### config.mk
export PLATFORM = sky130hd
export DESIGN_NAME = kwd_top
export DESIGN_NICKNAME = d
export VERILOG_FILES = /design/src/rtl/kwd_pkg.sv /design/src/rtl/kwd_cfg.sv /design/src/rtl/kwd_counter.sv /design/src/rtl/kwd_keyfsm.sv /design/src/rtl/kwd_top.sv
export SDC_FILE = /design/constraint.sdc
export NUM_CORES = 1
export LEC_CHECK = 0
export BUFFER_PORTS_ARGS = -buffer_cell sky130_fd_sc_hd__buf_2
export CORE_ASPECT_RATIO = 1.2
export CORE_MARGIN = 2
export CORE_UTILIZATION = 60
export CTS_CLUSTER_SIZE = 20
export DETAILED_ROUTE_END_ITERATION = 10
export GPL_TIMING_DRIVEN = 0
export PLACE_DENSITY = 0.78
export SYNTH_ARGS = -nofsm -noshare
export SYNTH_HDL_FRONTEND = slang
export SYNTH_HIERARCHICAL = 1
export SYNTH_SLANG_ARGS = --single-unit
### constraint.sdc
create_clock -name clk -period 3.85 [get_ports clk]
set_input_delay 0 -clock clk [delete_from_list [all_inputs] [get_ports clk]]
set_output_delay 0 -clock clk [all_outputs]
set_load 0.02 [all_outputs]
### src/rtl/kwd_pkg.sv
package kwd_pkg;
   typedef enum logic [2:0] {
      ST_OFF  = 3'd0,
      ST_PRE  = 3'd1,
      ST_RUN  = 3'd2,
      ST_SVC  = 3'd3,
      ST_TRIP = 3'd4
   } wd_state_e;

   localparam int OFS_CNT_LO = 'h10;
   localparam int OFS_CNT_HI = 'h14;
   localparam int OFS_PER_LO = 'h18;
   localparam int OFS_PER_HI = 'h1C;
   localparam int OFS_TCTL   = 'h20;
   localparam int OFS_GCTL   = 'h24;
   localparam int OFS_GUARD  = 'h28;

   localparam logic [1:0] GMODE_WATCH = 2'd2;
   localparam logic [1:0] TMODE_ONCE  = 2'd1;
endpackage

### src/rtl/kwd_cfg.sv
module kwd_cfg #(
   parameter int DATA_W = 32
) (
   input  logic              clk,
   input  logic              rst_n,
   input  logic              unlocked,
   input  logic              wr_per_lo,
   input  logic              wr_per_hi,
   input  logic              wr_tctl,
   input  logic              wr_gctl,
   input  logic [DATA_W-1:0] wdata,
   output logic [2*DATA_W-1:0] per,
   output logic [1:0]        tmode,
   output logic [1:0]        gmode,
   output logic [1:0]        release_bits
);
   logic [1:0] wr_half;
   assign wr_half = {wr_per_hi, wr_per_lo};

   for (genvar h = 0; h < 2; h++) begin : g_half
      logic [DATA_W-1:0] half_q;
      always_ff @(posedge clk or negedge rst_n) begin
         if (!rst_n)                     half_q <= '0;
         else if (unlocked && wr_half[h]) half_q <= wdata;
      end
      assign per[h*DATA_W +: DATA_W] = half_q;
   end

   always_ff @(posedge clk or negedge rst_n) begin
      if (!rst_n) begin
         tmode        <= '0;
         gmode        <= '0;
         release_bits <= '0;
      end else if (unlocked) begin
         if (wr_tctl) tmode <= wdata[7:6];
         if (wr_gctl) begin
            gmode        <= wdata[3:2];
            release_bits <= wdata[1:0];
         end
      end
   end
endmodule

### src/rtl/kwd_counter.sv
module kwd_counter #(
   parameter int DATA_W = 32
) (
   input  logic                clk,
   input  logic                rst_n,
   input  logic                load_lo,
   input  logic                load_hi,
   input  logic [DATA_W-1:0]   wdata,
   input  logic                tick_en,
   input  logic                clear,
   input  logic                hold,
   input  logic                watching,
   input  logic                oneshot,
   input  logic [2*DATA_W-1:0] per,
   output logic [2*DATA_W-1:0] cnt,
   output logic                at_per
);
   localparam int CNT_W = 2 * DATA_W;

   assign at_per = (cnt == per);

   always_ff @(posedge clk or negedge rst_n) begin
      if (!rst_n)           cnt <= '0;
      else if (clear)       cnt <= '0;
      else if (load_lo)     cnt[DATA_W-1:0] <= wdata;
      else if (load_hi)     cnt[CNT_W-1:DATA_W] <= wdata;
      else if (hold)        cnt <= cnt;
      else if (tick_en) begin
         if (!watching && at_per) cnt <= oneshot ? cnt : '0;
         else                     cnt <= cnt + CNT_W'(1);
      end
   end
endmodule

### src/rtl/kwd_keyfsm.sv
module kwd_keyfsm #(
   parameter logic [15:0] KEY_A = 16'hA5C6,
   parameter logic [15:0] KEY_B = 16'hDA7E
) (
   input  logic               clk,
   input  logic               rst_n,
   input  logic               key_wr,
   input  logic [15:0]        key,
   input  logic               en_bit,
   input  logic               mode_ok,
   input  logic               expire,
   output kwd_pkg::wd_state_e state,
   output logic               trip_now,
   output logic               svc_clear,
   output logic               req_q,
   output logic               flag_q
);
   import kwd_pkg::*;
   wd_state_e nxt;

   always_comb begin
      nxt       = state;
      trip_now  = 1'b0;
      svc_clear = 1'b0;
      unique case (state)
         ST_OFF: if (key_wr && key == KEY_A && en_bit && mode_ok) nxt = ST_PRE;
         ST_PRE: if (key_wr) begin
            if (key == KEY_B && en_bit) nxt = ST_RUN;
            else                        trip_now = 1'b1;
         end
         ST_RUN: if (expire) trip_now = 1'b1;
            else if (key_wr) begin
               if (key == KEY_A) nxt = ST_SVC;
               else              trip_now = 1'b1;
            end
         ST_SVC: if (expire) trip_now = 1'b1;
            else if (key_wr) begin
               if (key == KEY_B) begin
                  nxt       = ST_RUN;
                  svc_clear = 1'b1;
               end else trip_now = 1'b1;
            end
         default: ;
      endcase
      if (trip_now) nxt = ST_TRIP;
   end

   always_ff @(posedge clk or negedge rst_n) begin
      if (!rst_n) begin
         state  <= ST_OFF;
         req_q  <= 1'b0;
         flag_q <= 1'b0;
      end else begin
         state  <= nxt;
         req_q  <= trip_now;
         flag_q <= flag_q | trip_now;
      end
   end
endmodule

### src/rtl/kwd_top.sv
module kwd_top #(
   parameter int          ADDR_W = 8,
   parameter int          DATA_W = 32,
   parameter logic [15:0] KEY_A  = 16'hA5C6,
   parameter logic [15:0] KEY_B  = 16'hDA7E
) (
   input  logic              clk,
   input  logic              rst_n,
   input  logic [ADDR_W-1:0] bus_addr,
   input  logic              bus_we,
   input  logic [DATA_W-1:0] bus_wdata,
   output logic [DATA_W-1:0] bus_rdata,
   output logic              rst_req
);
   import kwd_pkg::*;
   localparam int CNT_W = 2 * DATA_W;

   if (DATA_W != 32) begin : g_bad_width
      $error("kwd_top: DATA_W must be 32");
   end
   if (ADDR_W < 6) begin : g_bad_addr
      $error("kwd_top: ADDR_W too small for the register offsets");
   end
   if (KEY_A == KEY_B) begin : g_bad_keys
      $error("kwd_top: the two keys must differ");
   end

   localparam logic [ADDR_W-1:0] A_CNT_LO = ADDR_W'(OFS_CNT_LO);
   localparam logic [ADDR_W-1:0] A_CNT_HI = ADDR_W'(OFS_CNT_HI);
   localparam logic [ADDR_W-1:0] A_PER_LO = ADDR_W'(OFS_PER_LO);
   localparam logic [ADDR_W-1:0] A_PER_HI = ADDR_W'(OFS_PER_HI);
   localparam logic [ADDR_W-1:0] A_TCTL   = ADDR_W'(OFS_TCTL);
   localparam logic [ADDR_W-1:0] A_GCTL   = ADDR_W'(OFS_GCTL);
   localparam logic [ADDR_W-1:0] A_GUARD  = ADDR_W'(OFS_GUARD);

   wd_state_e        state_q;
   logic             unlocked, watching, tick_en, hold;
   logic             trip_now, svc_clear, flag_q, at_per, expire;
   logic [CNT_W-1:0] per_q, cnt_q;
   logic [1:0]       tmode, gmode, rel;

   assign unlocked = (state_q == ST_OFF);
   assign watching = (state_q == ST_RUN) || (state_q == ST_SVC);
   assign tick_en  = (tmode != 2'd0) && (&rel);
   assign expire   = tick_en && at_per;
   assign hold     = trip_now || (state_q == ST_TRIP);

   kwd_cfg #(.DATA_W(DATA_W)) cfg_i (
      .clk(clk), .rst_n(rst_n), .unlocked(unlocked),
      .wr_per_lo(bus_we && bus_addr == A_PER_LO),
      .wr_per_hi(bus_we && bus_addr == A_PER_HI),
      .wr_tctl(bus_we && bus_addr == A_TCTL),
      .wr_gctl(bus_we && bus_addr == A_GCTL),
      .wdata(bus_wdata), .per(per_q), .tmode(tmode),
      .gmode(gmode), .release_bits(rel)
   );

   kwd_counter #(.DATA_W(DATA_W)) cnt_i (
      .clk(clk), .rst_n(rst_n),
      .load_lo(unlocked && bus_we && bus_addr == A_CNT_LO),
      .load_hi(unlocked && bus_we && bus_addr == A_CNT_HI),
      .wdata(bus_wdata), .tick_en(tick_en), .clear(svc_clear),
      .hold(hold), .watching(watching), .oneshot(tmode == TMODE_ONCE),
      .per(per_q), .cnt(cnt_q), .at_per(at_per)
   );

   kwd_keyfsm #(.KEY_A(KEY_A), .KEY_B(KEY_B)) fsm_i (
      .clk(clk), .rst_n(rst_n),
      .key_wr(bus_we && bus_addr == A_GUARD),
      .key(bus_wdata[DATA_W-1 -: 16]), .en_bit(bus_wdata[14]),
      .mode_ok(gmode == GMODE_WATCH), .expire(expire && watching),
      .state(state_q), .trip_now(trip_now), .svc_clear(svc_clear),
      .req_q(rst_req), .flag_q(flag_q)
   );

   always_comb begin
      bus_rdata = '0;
      unique case (bus_addr)
         A_CNT_LO: bus_rdata = cnt_q[DATA_W-1:0];
         A_CNT_HI: bus_rdata = cnt_q[CNT_W-1:DATA_W];
         A_PER_LO: bus_rdata = per_q[DATA_W-1:0];
         A_PER_HI: bus_rdata = per_q[CNT_W-1:DATA_W];
         A_TCTL:   bus_rdata[7:6] = tmode;
         A_GCTL:   bus_rdata[3:0] = {gmode, rel};
         A_GUARD:  begin
            bus_rdata[15] = flag_q;
            bus_rdata[14] = !unlocked;
         end
         default: ;
      endcase
   end
endmodule

# Word level (Yosys, flattened, before mapping)
# Cells that the tools add are included.
word_totals:
  regBits: 139
classes:
  add_sub_neg: 1
  reduce_logical: 33
  eq_ne: 31
  mux: 39
  bitwise: 1
ops:
  columns: ["cell", "count"]
  rows:
  - ["$mux 64", 5]
  - ["$mux 32", 4]
  - ["$add 64x1->64 const B", 1]
  - ["$eq 64x64->1", 1]
  - ["$pmux 16 s4", 1]
  - ["$eq 16x16->1 const B", 2]
  - ["$eq 8x5->1 const B", 4]
  - ["$mux 3", 10]
  - ["$ne 3x1->1 const B", 9]
  - ["$eq 8x6->1 const B", 3]
  - ["$pmux 6 s4", 1]
  - ["$pmux 2 s5", 2]
  - ["$pmux 4 s5", 1]
  - ["$logic_and 1x1->1", 18]
  - ["$mux 1", 12]
  - ["$pmux 3 s4", 1]
  - ["$reduce_and 10->1", 1]
  - ["$ne 4x2->1 const B", 2]
  - ["$pmux 2 s4", 1]
  - ["$reduce_and 4->1", 2]
  - ["$eq 3x2->1 const B", 2]
  - ["$ne 3x3->1 const B", 2]
  - ["$reduce_and 2->1", 3]
  - ["$reduce_bool 3->1", 2]
  - ["13 further kinds", 15]

# Depth between registers and ports, before layout
logic_depth:
  depth_word: 11
  depth_mapped: 19
  depth_no_buf: 16

# Hierarchy
# The synthesis kept the hierarchy.
modules_own_cells:
  columns: ["module", "n_inst", "seq_area_each_um2", "cells_per_inst", "area_each_um2"]
  rows:
  - ["kwd_counter", 1, 1601.5, 676, 5617.9]
  - ["kwd_cfg", 1, 1751.7, 150, 2600.0]
  - ["kwd_top", 1, 0.0, 164, 1285.0]
  - ["kwd_keyfsm", 1, 125.1, 42, 366.6]

# Least setup slack after synthesis
# No wires, ideal clock.
synth_timing:
  path_type: "flip-flop to flip-flop"
  start: "reg cnt_i.cnt[56]"
  end: "reg cnt_i.cnt[15]"
  slack_ns: 0.506
  path_stages_with_launch: 18
  setup_time_ns: 0.124
  period_less_slack_ns: 3.344
  arrival_time_ns: 3.220
  path_buffers: 2
  path_cell_list: "dfrtp_1 clkbuf_1 xnor2_1 nand4_1 nor4_2 nand4_4 inv_1 and3_1 a32oi_1 nor2_1 or3_2 a21o_1 nor2b_1 and2_1 o22ai_2 buf_2 o21bai_1 a211o_1"
synth_via:
  elab_chain_len: 8
synth_rtl:
  columns: ["element", "line_no", "text"]
  rows:
  - ["start, declared", "kwd_counter.sv:15", "output logic [2*DATA_W-1:0] cnt,"]
  - ["start signal, assigned by index", "kwd_counter.sv:25", "else if (load_lo) cnt[DATA_W-1:0] <= wdata;"]
  - ["start signal, assigned by index", "kwd_counter.sv:26", "else if (load_hi) cnt[CNT_W-1:DATA_W] <= wdata;"]
  - ["start signal, assigned", "kwd_counter.sv:27", "else if (hold) cnt <= cnt;"]
  - ["$eq 64x64->1 *", "kwd_counter.sv:20", "assign at_per = (cnt == per);"]
  - ["named net at_per", "kwd_top.sv:38", "logic trip_now, svc_clear, flag_q, at_per, expire;"]
  - ["$logic_and 1x1->1 *", "kwd_top.sv:45", "assign expire = tick_en && at_per;"]
  - ["$logic_and 1x1->1 *", "kwd_top.sv:71", ".mode_ok(gmode == GMODE_WATCH), .expire(expire && watching),"]
  - ["$mux 1 (on tied branches)", "kwd_keyfsm.sv:36, kwd_keyfsm.sv:31", null]
  - ["$pmux 1 s3 *", "kwd_keyfsm.sv:25", "unique case (state)"]
  - ["named net trip_now", "kwd_top.sv:38", null]
  - ["$logic_or 1x1->1 *", "kwd_top.sv:46", "assign hold = trip_now || (state_q == ST_TRIP);"]
  - ["named net hold", "kwd_top.sv:37", "logic unlocked, watching, tick_en, hold;"]
  - ["$ne 3x1->1 (no line) *", null, null]
  - ["$reduce_and 4->1 (no line) *", null, null]
# The timed path passes the listed nets; every way through them passes the cells marked *. The select of a mux whose other input is x is not followed.
# A chain may end at the register's enable or synchronous reset.

# Final worst setup path
layout_timing:
  start: "reg cnt_i.cnt[4]"
  end: "reg cnt_i.cnt[44]"
layout_lines:
  columns: ["element", "line_no", "text"]
  rows:
  - ["$eq 64x64->1 *", "kwd_counter.sv:20", null]
  - ["named net at_per", "kwd_top.sv:38", null]
  - ["$logic_and 1x1->1 *", "kwd_top.sv:45", null]
  - ["$logic_and 1x1->1 *", "kwd_top.sv:71", null]
  - ["$mux 1 *", "kwd_keyfsm.sv:36", "ST_SVC: if (expire) trip_now = 1'b1;"]
  - ["$mux 1 *", "kwd_keyfsm.sv:25", null]
  - ["named net svc_clear", "kwd_top.sv:38", null]
  - ["$ne 4x2->1 (no line) (tied with other cells)", null, null]
  - ["$reduce_and 4->1 (no line)", null, null]
# Marks and branches as above.

==> impl_metrics.json <==
{
  "antenna_found_initial": 1,
  "gp_congestion": 1.03,
  "startpoint_type": "register",
  "violations": "setup timing",
  "cts_buffers": 17,
  "rsz0062_at_grt": "true",
  "ys_seq_area_share_pct": 35.2,
  "p_leak_nw": 5.10,
  "p_sw_share_pct": 27.5,
  "synth_cells": 1032,
  "nets": 1213,
  "setup_viol": 5,
  "r2r_setup_slack_ns": -0.04,
  "drc": 0,
  "worst_slew_pin_slew_ns": 1.40,
  "min_period_ns": 3.89,
  "endpoint_kind": "register",
  "worstReg2RegEnd": "cnt_i/cnt[44]$_DFFE_PN0P_",
  "pwr-share-clk_pct": 47.5,
  "cts_max_level": 4,
  "die_x_um": 121,
  "rr_worst_depth": 13,
  "min_path_type": "in -> async",
  "first_pass_iters": 6,
  "relSlewSlack_pct": 5.67,
  "p_switching_w": 0.00101,
  "die-area_sq_um": 17500,
  "io_pins": 76,
  "power.total_w": 0.00367,
  "hold_viol_final": 0,
  "clock-root-buffer": "clkbuf_16",
  "mostFrequentLayoutCell": "dfrtp_1",
  "path_max_fanout": 9,
  "avgViaCountPerCell": 7.38,
  "hpwl_um": 29500,
  "drt_iter0_drc": 1665,
  "synth_area_sq_um": 9870,
  "synth_flop_cell": "dfrtp_1",
  "synth_area_per_cell_sq_um": 9.56,
  "initial_core_util_pct": 61.1,
  "final_util_pct": 73.6,
  "yosys.cell_types.count": 85,
  "routed_wl_um": 42100,
  "cp.required_ns": 4.21,
  "cts_max_path_buffers": 2,
  "grt_pass1_vias": 9787,
  "p_int_w": 0.00266,
  "routedWlPerCell_um": 30.2,
  "p_per_area_nw_per_um2": 309,
  "row_count": 51,
  "worst_skew_pair.late_latency_ns": 0.44,
  "period_share_pct": 101,
  "skew_ns": 0.00931,
  "core-area_sq_um": 16100,
  "slew_viol_final": 0,
  "dpl_worst_slack_ns": -0.913,
  "drive_gt1_share_pct": 27.7,
  "grt_max_degree": 76,
  "grt_usage_pct": 47.8,
  "status": "finished with violations",
  "yosys_warnings": 6,
  "yosys_register_bits": 139,
  "final_cell_mix": "dfrtp_1, buf_2, nand2_1",
  "p_comb_share_pct": 9.8,
  "clock-sinks": 139,
  "tritoncts": "done",
  "r2r-start": "cnt_i/cnt[4]$_DFFE_PN0P_",
  "fillers": 1158,
  "vdd_ir_drop_max_mv": 0.291,
  "syn-num-nets": 1076,
  "cap_viol_max_count": 0,
  "power_frac_seq_pct": 42.7,
  "grt_overflow_total": 0,
  "crit_arrival_ns": 4.26,
  "synth-edff-count": 0,
  "finalHoldWorstSlack_ns": 0.129,
  "clock.fmax_mhz": 257,
  "antenna_left": 0,
  "vias": 10300,
  "portBuffers": 75,
  "path_class": "reg -> reg",
  "syn2layout_area_growth_pct": 20.4,
  "setup_slack_ns": -0.0423,
  "dieHeight_um": 144,
  "grt_first_pass_wirelength_um": 60400,
  "clk_pin_slew_ns": 0.07,
  "ys_async_sr_fraction_pct": 100
}
## state kept, by name (all words and copies together) (netlist names)
register	flops
cfg_i/g_half.half_q	64
cfg_i/gmode	2
cfg_i/release_bits	2
cfg_i/tmode	2
cnt_i/cnt	64
fsm_i/flag_q	1
fsm_i/req_q	1
fsm_i/state	3
## worst max-delay path, stage by stage, from the launching register on
cell and delay [ns]:
dfrtp_1 0.38, buf_4 0.19, xnor2_4 0.23, nand4_1 0.28
nor4_4 0.46, nand4_4 0.15, inv_1 0.12, and3_4 0.20
nand2b_1 0.17, nor3_4 0.11, inv_1 0.11, nand2_1 0.26
a311oi_2 0.90, a211o_1 0.27
## cell families (layout without fill, tap and decap cells)
family	count (synthesis)	in the layout	synth area share, %
compound gates	260	260	20.9
xor+xnor	66	66	5.86
fa+ha+maj	1	1	0.127
buf+inv	95	245	4.96
flops	139	139	35.2
mux	104	104	11.7
other cells	0	1	0
simple gates	367	367	21.3
## power groups by stage
| stage | Sequential, W | Combinational, W | Clock (W) |
|---|---|---|---|
| after floorplan | 0.00157 | 0.000158 | 0 |
| after global placement | 0.00158 | 0.000296 | 0 |
| after detailed placement | 0.00158 | 0.000307 | 0 |
| after CTS | 0.00156 | 0.000339 | 0.00173 |
| after global routing | 0.00157 | 0.000374 | 0.00179 |
| final | 0.00157 | 0.000360 | 0.00174 |
## synthesized netlist by cell type (all sizes together) (9+ instances only)
master	count	area share (%)
dfrtp	139	35
nand2	89	3.5
mux2	74	8.5
xnor2	64	5.7
nor2	54	2.2
buf	47	3.1
o22ai	46	4.2
nand3	44	2.2
nand4	40	2.8
clkbuf	31	1.2
a22oi	30	2.3
mux2i	29	2.9
nor4	26	2.2
o21ai	24	1.4
a21oi	23	1.2
and3	23	1.5
inv	17	0.65
o2bb2ai	15	1.3
o31ai	15	1.1
nor3	14	0.82
o21bai	14	1.1
a211o	13	1.2
or3	12	0.77
a21o	10	0.76
and4	10	0.89
nor4b	10	0.95
o41ai	10	0.89
o211ai	9	0.82
## through the flow
step / cells / area [sq um] / setup TNS, ns
CTS: 1386 / 11700 / 0
detailed placement: 1320 / 10600 / -47.35
global route: 1394 / 11900 / -0.0715
finish: 1395 / 11900 / -0.0684
floorplan: 1032 / 9870 / 0
global placement: 1319 / 10500 / -50.38
## worst max-delay path by stage
stage	endpoint	slack, ns	depth (start not counted)	from
floorplan	cnt_i/cnt[15]$_DFFE_PN0P_	0.51	17	cnt_i/cnt[56]$_DFFE_PN0P_
global placement	cnt_i/cnt[49]$_DFFE_PN0P_	-0.99	14	cnt_i/cnt[18]$_DFFE_PN0P_
finish	cnt_i/cnt[44]$_DFFE_PN0P_	-0.04	13	cnt_i/cnt[4]$_DFFE_PN0P_
detailed placement	cnt_i/cnt[11]$_DFFE_PN0P_	-0.91	14	cnt_i/cnt[18]$_DFFE_PN0P_
CTS	cnt_i/cnt[56]$_DFFE_PN0P_	0.005	19	cnt_i/cnt[4]$_DFFE_PN0P_
global route	cnt_i/cnt[44]$_DFFE_PN0P_	-0.03	12	cnt_i/cnt[51]$_DFFE_PN0P_
## layer usage
| metal | GRT usage [%] | share of wire [%] | vias to the layer above |
|---|---|---|---|
| met3 | 15.7 | 12 | 228 |
| met5 | 0 | 0.026 | - |
| met1 | 55.8 | 35 | 4958 |
| li1 | - | - | 4241 |
| met4 | 32.0 | 7.9 | 2 |
| met2 | 74.9 | 45 | 868 |
## final cells by class
type / instances / area, sq um / share of cell area (%)
tap: 212 / 265 / 2.23
clock inverter: 13 / 155 / 1.31
antenna: 1 / 2.50 / 0.0211
buffer: 73 / 430 / 3.62
sequential: 139 / 3490 / 29.3
inverter: 17 / 63.8 / 0.537
multi-input combinational: 798 / 6160 / 51.8
clock buffer: 19 / 453 / 3.81
timing repair buffer: 123 / 866 / 7.29
## repair_timing
item	in CTS	in global routing
endpoints found under the hold margin	174	0
setup buffers	4	9
setup endpoints to repair	64	64
hold buffers	33	0
gates resized for setup	27	34
gates cloned	0	1
pin swaps	7	15
Note: power is estimated with default switching activity, not from simulation.
